==> src/rtl/rxf_pkg.sv <==
package rxf_pkg;

  localparam int unsigned CRC_W    = 32;
  localparam logic [CRC_W-1:0] CRC_POLY = 32'h04C1_1DB6;
  localparam logic [CRC_W-1:0] CRC_SEED = '1;

  // bit positions inside the receive-mode byte
  localparam int unsigned MODE_BCAST_BIT   = 2;
  localparam int unsigned MODE_MCAST_BIT   = 3;
  localparam int unsigned MODE_PROMISC_BIT = 4;

  typedef struct packed {
    logic promisc;
    logic mcast_en;
    logic bcast_en;
  } rx_mode_t;

  typedef struct packed {
    logic is_bcast;
    logic is_group;
    logic uni_hit;
  } addr_class_t;

  // One serial CRC step; the feedback carry is ORed into bit 0.
  function automatic logic [CRC_W-1:0] crc_advance(input logic [CRC_W-1:0] c,
                                                   input logic d);
    logic            fb;
    logic [CRC_W-1:0] s;
    fb = c[CRC_W-1] ^ d;
    s  = {c[CRC_W-2:0], 1'b0};
    if (fb) s = (s ^ CRC_POLY) | {{(CRC_W-1){1'b0}}, 1'b1};
    return s;
  endfunction

endpackage

==> src/rtl/rxf_crc_engine.sv <==
module rxf_crc_engine #(
  parameter int unsigned ADDR_W = 48,
  parameter int unsigned HASH_W = 6
) (
  input  logic              clk,
  input  logic              rst_n,
  input  logic              load,
  input  logic [ADDR_W-1:0] addr,
  output logic              busy,
  output logic              fin,
  output logic [HASH_W-1:0] hash_nxt
);
  import rxf_pkg::*;

  localparam int unsigned CW = $clog2(ADDR_W);
  localparam logic [CW-1:0] LAST = CW'(ADDR_W - 1);

  logic [CRC_W-1:0] crc_q, crc_d;
  logic [CW-1:0]    cnt_q;
  logic             busy_q;

  assign crc_d    = crc_advance(crc_q, addr[cnt_q]);
  assign fin      = busy_q && (cnt_q == LAST);
  assign hash_nxt = crc_d[CRC_W-1 -: HASH_W];
  assign busy     = busy_q;

  always_ff @(posedge clk) begin
    if (!rst_n) begin
      busy_q <= 1'b0;
      cnt_q  <= '0;
      crc_q  <= CRC_SEED;
    end else if (load) begin
      busy_q <= 1'b1;
      cnt_q  <= '0;
      crc_q  <= CRC_SEED;
    end else if (busy_q) begin
      crc_q <= crc_d;
      cnt_q <= cnt_q + 1'b1;
      if (cnt_q == LAST) busy_q <= 1'b0;
    end
  end

endmodule

==> src/rtl/rxf_classify.sv <==
module rxf_classify #(
  parameter int unsigned ADDR_BYTES = 6
) (
  input  logic [8*ADDR_BYTES-1:0] dest,
  input  logic [8*ADDR_BYTES-1:0] station,
  output rxf_pkg::addr_class_t    cls
);
  logic [ADDR_BYTES-1:0] byte_ones;
  logic [ADDR_BYTES-1:0] byte_eq;

  for (genvar b = 0; b < ADDR_BYTES; b++) begin : g_byte
    assign byte_ones[b] = &dest[8*b +: 8];
    assign byte_eq[b]   = (dest[8*b +: 8] == station[8*b +: 8]);
  end

  assign cls.is_bcast = &byte_ones;
  assign cls.is_group = dest[0];
  assign cls.uni_hit  = &byte_eq;

endmodule

==> src/rtl/rxf_decide.sv <==
module rxf_decide #(
  parameter int unsigned HASH_W = 6
) (
  input  rxf_pkg::rx_mode_t       mode,
  input  rxf_pkg::addr_class_t    cls,
  input  logic [(1<<HASH_W)-1:0]  table_bits,
  input  logic [HASH_W-1:0]       idx,
  output logic                    keep
);
  logic [7:0] row;
  logic       hash_hit;

  // upper index bits choose the byte, low three the bit in it
  assign row      = table_bits[{idx[HASH_W-1:3], 3'b000} +: 8];
  assign hash_hit = row[idx[2:0]];

  always_comb begin
    if (mode.promisc)       keep = 1'b1;
    else if (cls.is_bcast)  keep = mode.bcast_en;
    else if (cls.is_group)  keep = mode.mcast_en && hash_hit;
    else                    keep = cls.uni_hit;
  end

endmodule

==> src/rtl/rx_addr_filter.sv <==
module rx_addr_filter #(
  parameter int unsigned ADDR_BYTES = 6,
  parameter int unsigned HASH_W     = 6,
  parameter int unsigned CFG_W      = 8
) (
  input  logic                      clk,
  input  logic                      rst_n,
  input  logic                      start,
  input  logic [8*ADDR_BYTES-1:0]   dest_addr,
  input  logic [CFG_W-1:0]          rx_cfg,
  input  logic [8*ADDR_BYTES-1:0]   station_addr,
  input  logic [(1<<HASH_W)-1:0]    hash_table,
  output logic                      busy,
  output logic                      done,
  output logic                      accept,
  output logic                      group_addr,
  output logic [HASH_W-1:0]         hash_idx
);
  import rxf_pkg::*;

  localparam int unsigned ADDR_W = 8 * ADDR_BYTES;

  logic [ADDR_W-1:0] dest_q;
  logic [CFG_W-1:0]  cfg_q;
  logic              go;
  logic              fin;
  logic [HASH_W-1:0] idx_nxt;
  logic              keep_nxt;
  rx_mode_t          mode;
  addr_class_t       cls;
  logic              unused_cfg_bits;

  assign go   = start && !busy;
  assign mode = '{promisc:  cfg_q[MODE_PROMISC_BIT],
                  mcast_en: cfg_q[MODE_MCAST_BIT],
                  bcast_en: cfg_q[MODE_BCAST_BIT]};
  assign unused_cfg_bits = ^cfg_q;

  always_ff @(posedge clk) begin
    if (!rst_n) begin
      dest_q <= '0;
      cfg_q  <= '0;
    end else if (go) begin
      dest_q <= dest_addr;
      cfg_q  <= rx_cfg;
    end
  end

  rxf_crc_engine #(.ADDR_W(ADDR_W), .HASH_W(HASH_W)) u_crc (
    .clk(clk), .rst_n(rst_n), .load(go), .addr(dest_q),
    .busy(busy), .fin(fin), .hash_nxt(idx_nxt)
  );

  rxf_classify #(.ADDR_BYTES(ADDR_BYTES)) u_cls (
    .dest(dest_q), .station(station_addr), .cls(cls)
  );

  rxf_decide #(.HASH_W(HASH_W)) u_dec (
    .mode(mode), .cls(cls), .table_bits(hash_table), .idx(idx_nxt), .keep(keep_nxt)
  );

  always_ff @(posedge clk) begin
    if (!rst_n) begin
      done       <= 1'b0;
      accept     <= 1'b0;
      group_addr <= 1'b0;
      hash_idx   <= '0;
    end else begin
      done <= fin;
      if (fin) begin
        accept     <= keep_nxt;
        group_addr <= cls.is_group;
        hash_idx   <= idx_nxt;
      end
    end
  end

endmodule

==> config.mk <==
export PLATFORM = sky130hd
export DESIGN_NAME = rx_addr_filter
export DESIGN_NICKNAME = d
export VERILOG_FILES = /design/src/rtl/rxf_pkg.sv /design/src/rtl/rxf_crc_engine.sv /design/src/rtl/rxf_classify.sv /design/src/rtl/rxf_decide.sv /design/src/rtl/rx_addr_filter.sv
export SDC_FILE = /design/constraint.sdc
export NUM_CORES = 1
export LEC_CHECK = 0
export BUFFER_PORTS_ARGS = -buffer_cell sky130_fd_sc_hd__buf_2
export CAP_MARGIN = 20
export CORE_ASPECT_RATIO = 1.4
export CORE_MARGIN = 3
export CORE_UTILIZATION = 52
export DETAILED_ROUTE_END_ITERATION = 7
export GPL_TIMING_DRIVEN = 1
export PLACE_DENSITY = 0.81
export SYNTH_ARGS = -nofsm -noshare
export SYNTH_HDL_FRONTEND = slang
export SYNTH_SLANG_ARGS = --single-unit
==> constraint.sdc <==
create_clock -name clk -period 3.2 [get_ports clk]
set_input_delay 0.32 -clock clk [delete_from_list [all_inputs] [get_ports clk]]
set_output_delay 0.32 -clock clk [all_outputs]
set_load 0.05 [all_outputs]
==> flow_summary.json, run 1 <==
{
  "max_freq_mhz": 330,
  "via_per_inst": 5.74,
  "required_ps": 3430,
  "synth_cell_types": 58,
  "cts_resized": 0,
  "worstReg2RegStart": "u_crc.cnt_q[1]",
  "cts.path.max_buffers": 2,
  "synth_most_common_cell": "nand2_1",
  "synthesis.nets": 777,
  "cts_hold_buf": 0,
  "tightest_slew_ps": 1070,
  "ys_seq_area_share_pct": 35.2,
  "antenna_cells": 0,
  "synthArstFlopShare_pct": 0,
  "crit_path_end_kind": "flip-flop",
  "drive_above_1_share_pct": 32.8,
  "final_cells": 906,
  "holdPathStages": 3,
  "h-tree-depth": 3,
  "r2r_cells": 8,
  "crit_fanout": 10,
  "ir_drop_mv": 0.289,
  "cts_tree": "done",
  "hold_ws_ps": 223,
  "synth_ff_type": "dfxtp_1",
  "synth-seq-cells": 99,
  "dp_slack_ps": 175,
  "dr.first_iter.drc_count": 362,
  "finalWorstSetupSlack_ps": 168,
  "yosys.area.top_type": "dfxtp_1",
  "powerDensity_nw_per_um2": 412,
  "timing.rr.end": "accept",
  "port_buffers": 175,
  "grt_first_pass_wirelength_microns": 25300,
  "track_usage_pct": 26.4,
  "cp_data_arrival_time_ps": 3260,
  "slew-limit-headroom_pct": 28.3,
  "drt_pass1_iterations": 5,
  "drc": 0,
  "start_util_pct": 53.9,
  "hp-start": "dest_addr[25]",
  "maxCapViolCount": 0,
  "num_vias": 5204,
  "syn_area_sq_um": 5640,
  "area_growth_syn_to_layout_pct": 22.4,
  "critPathLaunchType": "flip-flop",
  "routed_wl_microns": 16200,
  "clock-sinks": 99,
  "status": "complete, no violations",
  "grt_setup_unrepaired": "false",
  "synth_edf_count": 0,
  "synth_area_leaders": "dfxtp_1, mux4_2, nand2_1",
  "clock_latency_ps": 340,
  "rows": 44,
  "grt_pass1_vias": 5184,
  "gp_congestion": 0.934,
  "clock_skew_ps": 11.8,
  "critPathKind": "reg2reg",
  "min_period_ps": 3030,
  "ant_nets": 0,
  "routedWlPerCell_microns": 17.9,
  "fp.dieH_microns": 129,
  "finalHoldViolations": 0,
  "yosysTopAreaCellShare_pct": 35.2,
  "dp.cells": 889,
  "p_leak_nw": 2.92,
  "finalCritPeriodShare_pct": 94.8,
  "setup_violations": 0,
  "avgSynthCellArea_sq_um": 9.31,
  "min_to": "dest_q[25]",
  "tns_ps": 0,
  "grt_max_degree": 53,
  "fp.dieW_microns": 94.0,
  "antenna_found_initial": 0,
  "core_area_sq_um": 10500,
  "clk_pin_slew_worst_paths_ps": 70,
  "ys_warn_count": 0,
  "fillerInstances": 846,
  "slew_violations": 0,
  "cts_setup_buffers": 0,
  "reg2reg_slack_ps": 170,
  "synth.top_cells.by_count": "nand2_1, dfxtp_1, a21boi_0, mux2i_1, xor2_1",
  "grt-ovfl-total": 0,
  "hold_class": "in2reg",
  "die-area_sq_um": 12100,
  "syn_inst": 605,
  "numCtsBuffers": 9,
  "final_nets": 935,
  "place_hpwl_microns": 12500,
  "cts-root-buf": "clkbuf_16",
  "io_pins": 181
}
[sequential cells by signal, indices dropped and copies added (netlist names), 3 cells and up]
| signal | count |
|---|---|
| cfg_q | 3 |
| dest_q | 48 |
| hash_idx | 6 |
| u_crc.cnt_q | 6 |
| u_crc.crc_q | 32 |
[worst max-delay path by stage]
stage	startpoint	endpoint	slack (ps)	cells after the start
finish	u_crc.cnt_q[1]	accept	170	8
global route	u_crc.cnt_q[1]	accept	20	8
CTS	u_crc.cnt_q[0]	u_crc.crc_q[5]	130	10
detailed placement	u_crc.cnt_q[0]	u_crc.crc_q[5]	180	10
global placement	u_crc.cnt_q[0]	accept	250	8
floorplan	u_crc.cnt_q[2]	accept	630	10
[power breakdown]
| group | switching (mW) | internal, mW | leakage, nW | total, mW |
|---|---|---|---|---|
| registers | 0.0745 | 1.28 | 0.810 | 1.36 |
| logic | 0.200 | 0.226 | 1.97 | 0.426 |
| clock network | 0.508 | 0.548 | 0.142 | 1.06 |
| total | 0.782 | 2.06 | 2.92 | 2.84 |
[layout make-up]
cell class              count  area (sq um)  share of cell area (%)
well taps                 138           173                    2.50
clock buffers               9           225                    3.26
flip-flops and latches     99          1980                    28.8
clock inverters             7          67.6                   0.979
multi-input cells         455          3430                    49.7
repair buffers            189           988                    14.3
inverters                   9          33.8                   0.490
[cells by family (layout without fill, tap and decap cells)]
family | after synthesis | after routing | share of synthesized area, %
simple gates | 235 | 235 | 19.5
xor+xnor | 57 | 57 | 8.99
buf+inv | 51 | 214 | 4.17
mux | 73 | 73 | 19.2
fa+ha+maj | 1 | 1 | 0.222
flops | 99 | 99 | 35.2
compound gates | 89 | 89 | 12.7
[worst max-delay path, cell delays in order (launching register included)]
cell and delay (ps):
dfxtp_1 610, mux4_2 310, nor2b_1 60, nor4_2 640
o21ai_0 280, and3_2 310, mux2i_1 130, o311a_1 330
a221o_1 260
[layer usage]
| layer | global-route usage (%) | part of all wire [%] | vias to the layer above |
|---|---|---|---|
| met3 | 3.72 | 7.2 | 50 |
| met2 | 46.9 | 52 | 250 |
| met1 | 32.1 | 38 | 2449 |
| li1 | - | - | 2455 |
| met5 | 0 | 0 | - |
| met4 | 10.0 | 3.1 | 0 |
[stage by stage]
stage	util, %	area [sq um]	power [mW]
floorplan	-	5640	1.62
global placement	63.0	6590	1.79
detailed placement	63.0	6590	1.80
CTS	65.8	6880	2.85
global route	66.0	6900	2.95
finish	66.0	6900	2.84
[cells in the final DEF (no fill, tap or decap), types with 4 or more instances in the layout]
master	count
buf_4	13
nor2b_1	16
a21boi_0	51
o21ai_0	6
clkbuf_16	9
dfxtp_1	97
inv_1	9
nor2_1	10
xor2_1	41
buf_2	175
nor3_1	4
mux4_2	28
nor4_1	14
nand4_1	24
xnor2_1	15
mux2i_1	42
nand2_1	144
Power figures use the tool's default switching activity.
==> run 2: changes to the inputs <==
--- a/config.mk
+++ b/config.mk
@@ -8,11 +8,10 @@
 export BUFFER_PORTS_ARGS = -buffer_cell sky130_fd_sc_hd__buf_2
 export CAP_MARGIN = 20
 export CORE_ASPECT_RATIO = 1.4
-export CORE_MARGIN = 3
-export CORE_UTILIZATION = 52
+export CORE_UTILIZATION = 45
 export DETAILED_ROUTE_END_ITERATION = 7
 export GPL_TIMING_DRIVEN = 1
-export PLACE_DENSITY = 0.81
+export PLACE_DENSITY = 0.72
 export SYNTH_ARGS = -nofsm -noshare
 export SYNTH_HDL_FRONTEND = slang
 export SYNTH_SLANG_ARGS = --single-unit
==> flow_summary.json, run 2 (synthesized netlist as in run 1, its figures left out) <==
{
  "required_ps": 3440,
  "place_hpwl_microns": 12200,
  "drt_pass1_iterations": 4,
  "cts_setup_buffers": 0,
  "dr.first_iter.drc_count": 152,
  "slew_violations": 0,
  "fillerInstances": 1094,
  "min_period_ps": 2980,
  "cp_data_arrival_time_ps": 3210,
  "p_total_mw": 2.87,
  "largest-register": "dest_q",
  "fp.dieW_microns": 96.6,
  "reg2reg_slack_ps": 220,
  "ant_nets": 0,
  "ir_drop_mv": 0.217,
  "antenna_cells": 0,
  "max_freq_mhz": 336,
  "clk_pin_slew_worst_paths_ps": 70,
  "clock-sinks": 99,
  "numCtsBuffers": 9,
  "layout_common_cells": "buf_2, nand2_1, dfxtp_1",
  "tns_ps": 0,
  "finalHoldViolations": 0,
  "final_nets": 940,
  "grt_max_degree": 63,
  "routedWlPerCell_microns": 16.8,
  "reg_top3": "dest_q x48, u_crc.crc_q x32",
  "num_vias": 5076,
  "die-area_sq_um": 13000,
  "cts_tree": "done",
  "io_pins": 181,
  "clock_latency_ps": 340,
  "tightest_slew_ps": 787,
  "clock_skew_ps": 11.8,
  "gp_congestion": 0.976,
  "setup_violations": 0,
  "slew-limit-headroom_pct": 47.4,
  "critPathKind": "reg2reg",
  "largest_reg_flops": 48,
  "cts_resized": 0,
  "status": "complete, no violations",
  "cts.path.max_buffers": 2,
  "port_buffers": 175,
  "fp.dieH_microns": 134,
  "p_leak_nw": 2.94,
  "antenna_found_initial": 0,
  "crit_path_end_kind": "flip-flop",
  "maxCapViolCount": 0,
  "drc": 0,
  "drive_above_1_share_pct": 32.7,
  "finalCritPeriodShare_pct": 93.1,
  "h-tree-depth": 3,
  "powerDensity_nw_per_um2": 412,
  "routed_wl_microns": 15500,
  "core_area_sq_um": 12300,
  "rows": 48,
  "grt_pass1_vias": 4953,
  "critPathLaunchType": "flip-flop",
  "cts_hold_buf": 0,
  "grt_setup_unrepaired": "false",
  "hold_class": "in2reg",
  "grt_first_pass_wirelength_microns": 24000,
  "grt-ovfl-total": 0,
  "layout_commonest_cell": "buf_2",
  "via_per_inst": 5.50,
  "track_usage_pct": 24.3,
  "area_growth_syn_to_layout_pct": 23.5,
  "start_util_pct": 46.0,
  "crit_fanout": 16,
  "cts-root-buf": "clkbuf_16"
}
-- run 2: routing by layer --
layer	wire, microns	share of wire, %	up-vias	global-route usage [%]
li1	-	-	2462	-
met1	5930	38	2354	27.1
met2	7890	51	212	43.2
met3	962	6.2	48	4.48
met4	697	4.5	0	11.9
met5	0	0	-	0
-- run 2: layout make-up --
cell class	instances	area, sq um	area share [%]
multi-input cells	455	3430	49.2
flip-flops and latches	99	1980	28.5
repair buffers	194	1030	14.8
clock buffers	11	233	3.34
well taps	150	188	2.70
clock inverters	5	63.8	0.917
inverters	9	33.8	0.486
-- run 2: per-stage QoR --
stage          cell area (sq um)  setup slack (ps)  hold slack (ps)  utilization (%)  instances
4_1_cts                     6960               236              207             56.8        923
3_3_place_gp                6660               318              453             54.4        907
6_report                    6960               220              218             56.8        923
2_1_floorplan               5640               628              439                -        605
5_1_grt                     6960              34.7              216             56.8        923
3_5_place_dp                6660               250              461             54.4        907
-- run 2: path summary, 6_finish.rpt --
path | end | from | depth (start not counted)
worst min register to register | cfg_q[2] | cfg_q[2] | 2
worst max-delay path | accept | u_crc.cnt_q[0] | 9
worst min-delay path | dest_q[8] | dest_addr[8] | 3
worst max register to register | accept | u_crc.cnt_q[0] | 9
-- run 2: power by group --
group          internal [mW]  switching (mW)
sequential              1.28          0.0662
combinational          0.229           0.205
clock                  0.611           0.471
-- run 2: critical path, cell delays in order (launching register included) --
cell and delay, ps:
dfxtp_1 360, buf_4 270, mux4_2 540, mux2i_1 230, nor3_1 170, o21ai_0 340
and3_2 280, mux2i_1 90, o311a_1 330, a221o_1 260
==> run 3: changes to the inputs <==
--- a/config.mk
+++ b/config.mk
@@ -5,13 +5,14 @@
 export SDC_FILE = /design/constraint.sdc
 export NUM_CORES = 1
 export LEC_CHECK = 0
+export ABC_AREA = 1
 export BUFFER_PORTS_ARGS = -buffer_cell sky130_fd_sc_hd__buf_2
 export CAP_MARGIN = 20
 export CORE_ASPECT_RATIO = 1.4
 export CORE_UTILIZATION = 45
 export DETAILED_ROUTE_END_ITERATION = 7
 export GPL_TIMING_DRIVEN = 1
-export PLACE_DENSITY = 0.72
+export PLACE_DENSITY = 0.73
 export SYNTH_ARGS = -nofsm -noshare
 export SYNTH_HDL_FRONTEND = slang
 export SYNTH_SLANG_ARGS = --single-unit
==> flow_summary.json, run 3 <==
{
  "synthArstFlopShare_pct": 0,
  "clock_skew_ps": 3.65,
  "slew_violations": 0,
  "syn_inst": 781,
  "largest_reg_flops": 48,
  "cts-root-buf": "clkbuf_16",
  "antenna_cells": 0,
  "finalHoldViolations": 0,
  "drt_pass1_iterations": 5,
  "area_growth_syn_to_layout_pct": 23.9,
  "gp_congestion": 0.883,
  "layout_commonest_cell": "buf_2",
  "ys_warn_count": 0,
  "yosysTopAreaCellShare_pct": 37.4,
  "timing.rr.end": "accept",
  "tightest_slew_ps": 833,
  "synth-seq-cells": 99,
  "synth_most_common_cell": "nand2_1",
  "cts_hold_buf": 0,
  "switching_power_mw": 0.863,
  "routedWlPerCell_microns": 13.5,
  "yosys.area.top_type": "dfxtp_1",
  "start_util_pct": 46.4,
  "h-tree-depth": 3,
  "synth_cell_types": 32,
  "ys_seq_area_share_pct": 37.4,
  "track_usage_pct": 24.5,
  "critPathKind": "reg2reg",
  "sw_frac_of_total_pct": 27.7,
  "clk_pin_slew_worst_paths_ps": 70,
  "final_area_sq_um": 6560,
  "powerDensity_nw_per_um2": 475,
  "slew-limit-headroom_pct": 44.1,
  "reg2reg_slack_ps": 770,
  "synth_ff_type": "dfxtp_1",
  "status": "complete, no violations",
  "dr.first_iter.drc_count": 232,
  "hold_class": "in2reg",
  "synth_edf_count": 0,
  "reg_top3": "dest_q x48, u_crc.crc_q x32",
  "required_ps": 3430,
  "placed_cell_area_sq_um": 6230,
  "avgSynthCellArea_sq_um": 6.78,
  "rows": 46,
  "startpoint": "u_crc.cnt_q[0]",
  "die-area_sq_um": 12200,
  "cp_data_arrival_time_ps": 2660,
  "grt_first_pass_wirelength_microns": 23600,
  "port_buffers": 175,
  "intPower_mw": 2.25,
  "ant_nets": 0,
  "fp.dieH_microns": 130,
  "critPathLaunchType": "flip-flop",
  "setup_violations": 0,
  "min_period_ps": 2430,
  "fp.dieW_microns": 93.7,
  "hp-start": "dest_addr[28]",
  "ir_drop_mv": 0.299,
  "grt_setup_unrepaired": "false",
  "antenna_found_initial": 0,
  "routed_wl_microns": 14600,
  "syn_area_sq_um": 5290,
  "holdPathStages": 3,
  "place_hpwl_microns": 10700,
  "fillerInstances": 1171,
  "synth_area_leaders": "dfxtp_1, o21ai_0, nand2_1",
  "synth.top_cells.by_count": "nand2_1, o21ai_0, dfxtp_1, nor2_1, a21oi_1",
  "pwr-share-clk_pct": 37.9,
  "cts_setup_buffers": 0,
  "p_leak_nw": 2.90,
  "io_pins": 181,
  "clock-sinks": 99,
  "num_vias": 5736,
  "p_seq_share_pct": 44.5,
  "clock_latency_ps": 340,
  "tns_ps": 0,
  "numCtsBuffers": 9,
  "combPwrFrac_pct": 17.6,
  "grt_max_degree": 84,
  "finalCritPeriodShare_pct": 75.9,
  "p_total_mw": 3.12,
  "cts_resized": 0,
  "via_per_inst": 5.31,
  "max_freq_mhz": 411,
  "cts.path.max_buffers": 2,
  "largest-register": "dest_q",
  "crit_path_end_kind": "flip-flop",
  "r2r_cells": 20,
  "drive_above_1_share_pct": 23.0,
  "grt_pass1_vias": 5256,
  "core_area_sq_um": 11400,
  "worstReg2RegStart": "u_crc.cnt_q[0]",
  "layout_common_cells": "buf_2, nand2_1, o21ai_0",
  "crit_fanout": 31,
  "synthesis.nets": 953,
  "cts_tree": "done",
  "grt-ovfl-total": 0,
  "maxCapViolCount": 0,
  "min_to": "dest_q[28]",
  "final_nets": 1103,
  "drc": 0
}
run 3: changes by cell type after synthesis, sizes merged, moves of 11 or more:
| cell | change |
|---|---|
| nor2b | -17 |
| a21boi | -52 |
| o22ai | +12 |
| o21ai | +113 |
| clkbuf | +11 |
| mux2i | -42 |
| nand3 | +56 |
| a21oi | +63 |
| mux4 | -28 |
| inv | +48 |
| nor2 | +82 |
| nand2 | -12 |
| xor2 | -20 |
run 3: how the worst max path moves through the flow:
stage	to	slack [ps]	cells past startpoint
floorplan	u_crc.crc_q[28]	1150	9
global placement	accept	790	20
detailed placement	accept	780	20
CTS	accept	760	20
global route	accept	370	20
finish	accept	770	20
run 3: layer usage:
layer / track usage [%] / wire (microns) / up-vias
li1: - / - / 2953
met5: 0 / 0 / -
met4: 10.2 / 450 / 0
met1: 27.9 / 6000 / 2558
met3: 4.02 / 763 / 31
met2: 44.8 / 7370 / 194
run 3: cells by family (layout without fill, tap and decap cells):
group / count (synthesis) / in the layout / synth area share (%)
AND/OR/NAND/NOR: 319 / 319 / 26.0
XOR/XNOR: 31 / 31 / 5.13
buffers and inverters: 105 / 260 / 7.83
adder cells (fa/ha/maj): 1 / 1 / 0.236
flip-flops: 99 / 99 / 37.4
AO/OA/AOI/OAI: 226 / 226 / 23.4
run 3: layout make-up:
type / count / area [sq um] / area share, %
Clock inverter: 6 / 87.6 / 1.34
Multi-Input combinational cell: 577 / 2900 / 44.2
Sequential cell: 99 / 1980 / 30.2
Tap cell: 144 / 180 / 2.75
Clock buffer: 10 / 239 / 3.64
Inverter: 59 / 221 / 3.38
Timing Repair Buffer: 185 / 951 / 14.5
run 3: per-stage QoR:
step / hold WS (ps) / instances / util, % / setup WS (ps)
after global routing: 244 / 1080 / 57.6 / 366
after CTS: 216 / 1080 / 57.6 / 765
after floorplan: 430 / 781 / - / 1150
after detailed placement: 457 / 1064 / 54.7 / 779
after global placement: 447 / 1064 / 54.7 / 794
final: 225 / 1080 / 57.6 / 770
run 3: worst max-delay path: stages, from the launching register on:
cell	delay, ps
dfxtp_1	350
buf_4	310
nand2_1	90
nand3_1	80
nand3_1	70
nand2_1	80
nand2_1	50
nand2_1	80
nand3_2	110
nand2_1	100
nand2_2	80
nand2_4	210
nand2_2	120
nand2_1	130
nand2_1	60
nand3_1	70
nand3_1	70
nand3_1	80
nand2_1	50
nand2_1	60
a21oi_2	50
run 3: power groups by stage:
stage          Combinational (mW)  Sequential [mW]  Clock (mW)
2_1_floorplan               0.370             1.39           0
6_report                    0.549             1.39        1.18
3_5_place_dp                0.549             1.42           0
3_3_place_gp                0.544             1.41           0
5_1_grt                     0.628             1.40        1.26
4_1_cts                     0.553             1.39        1.20
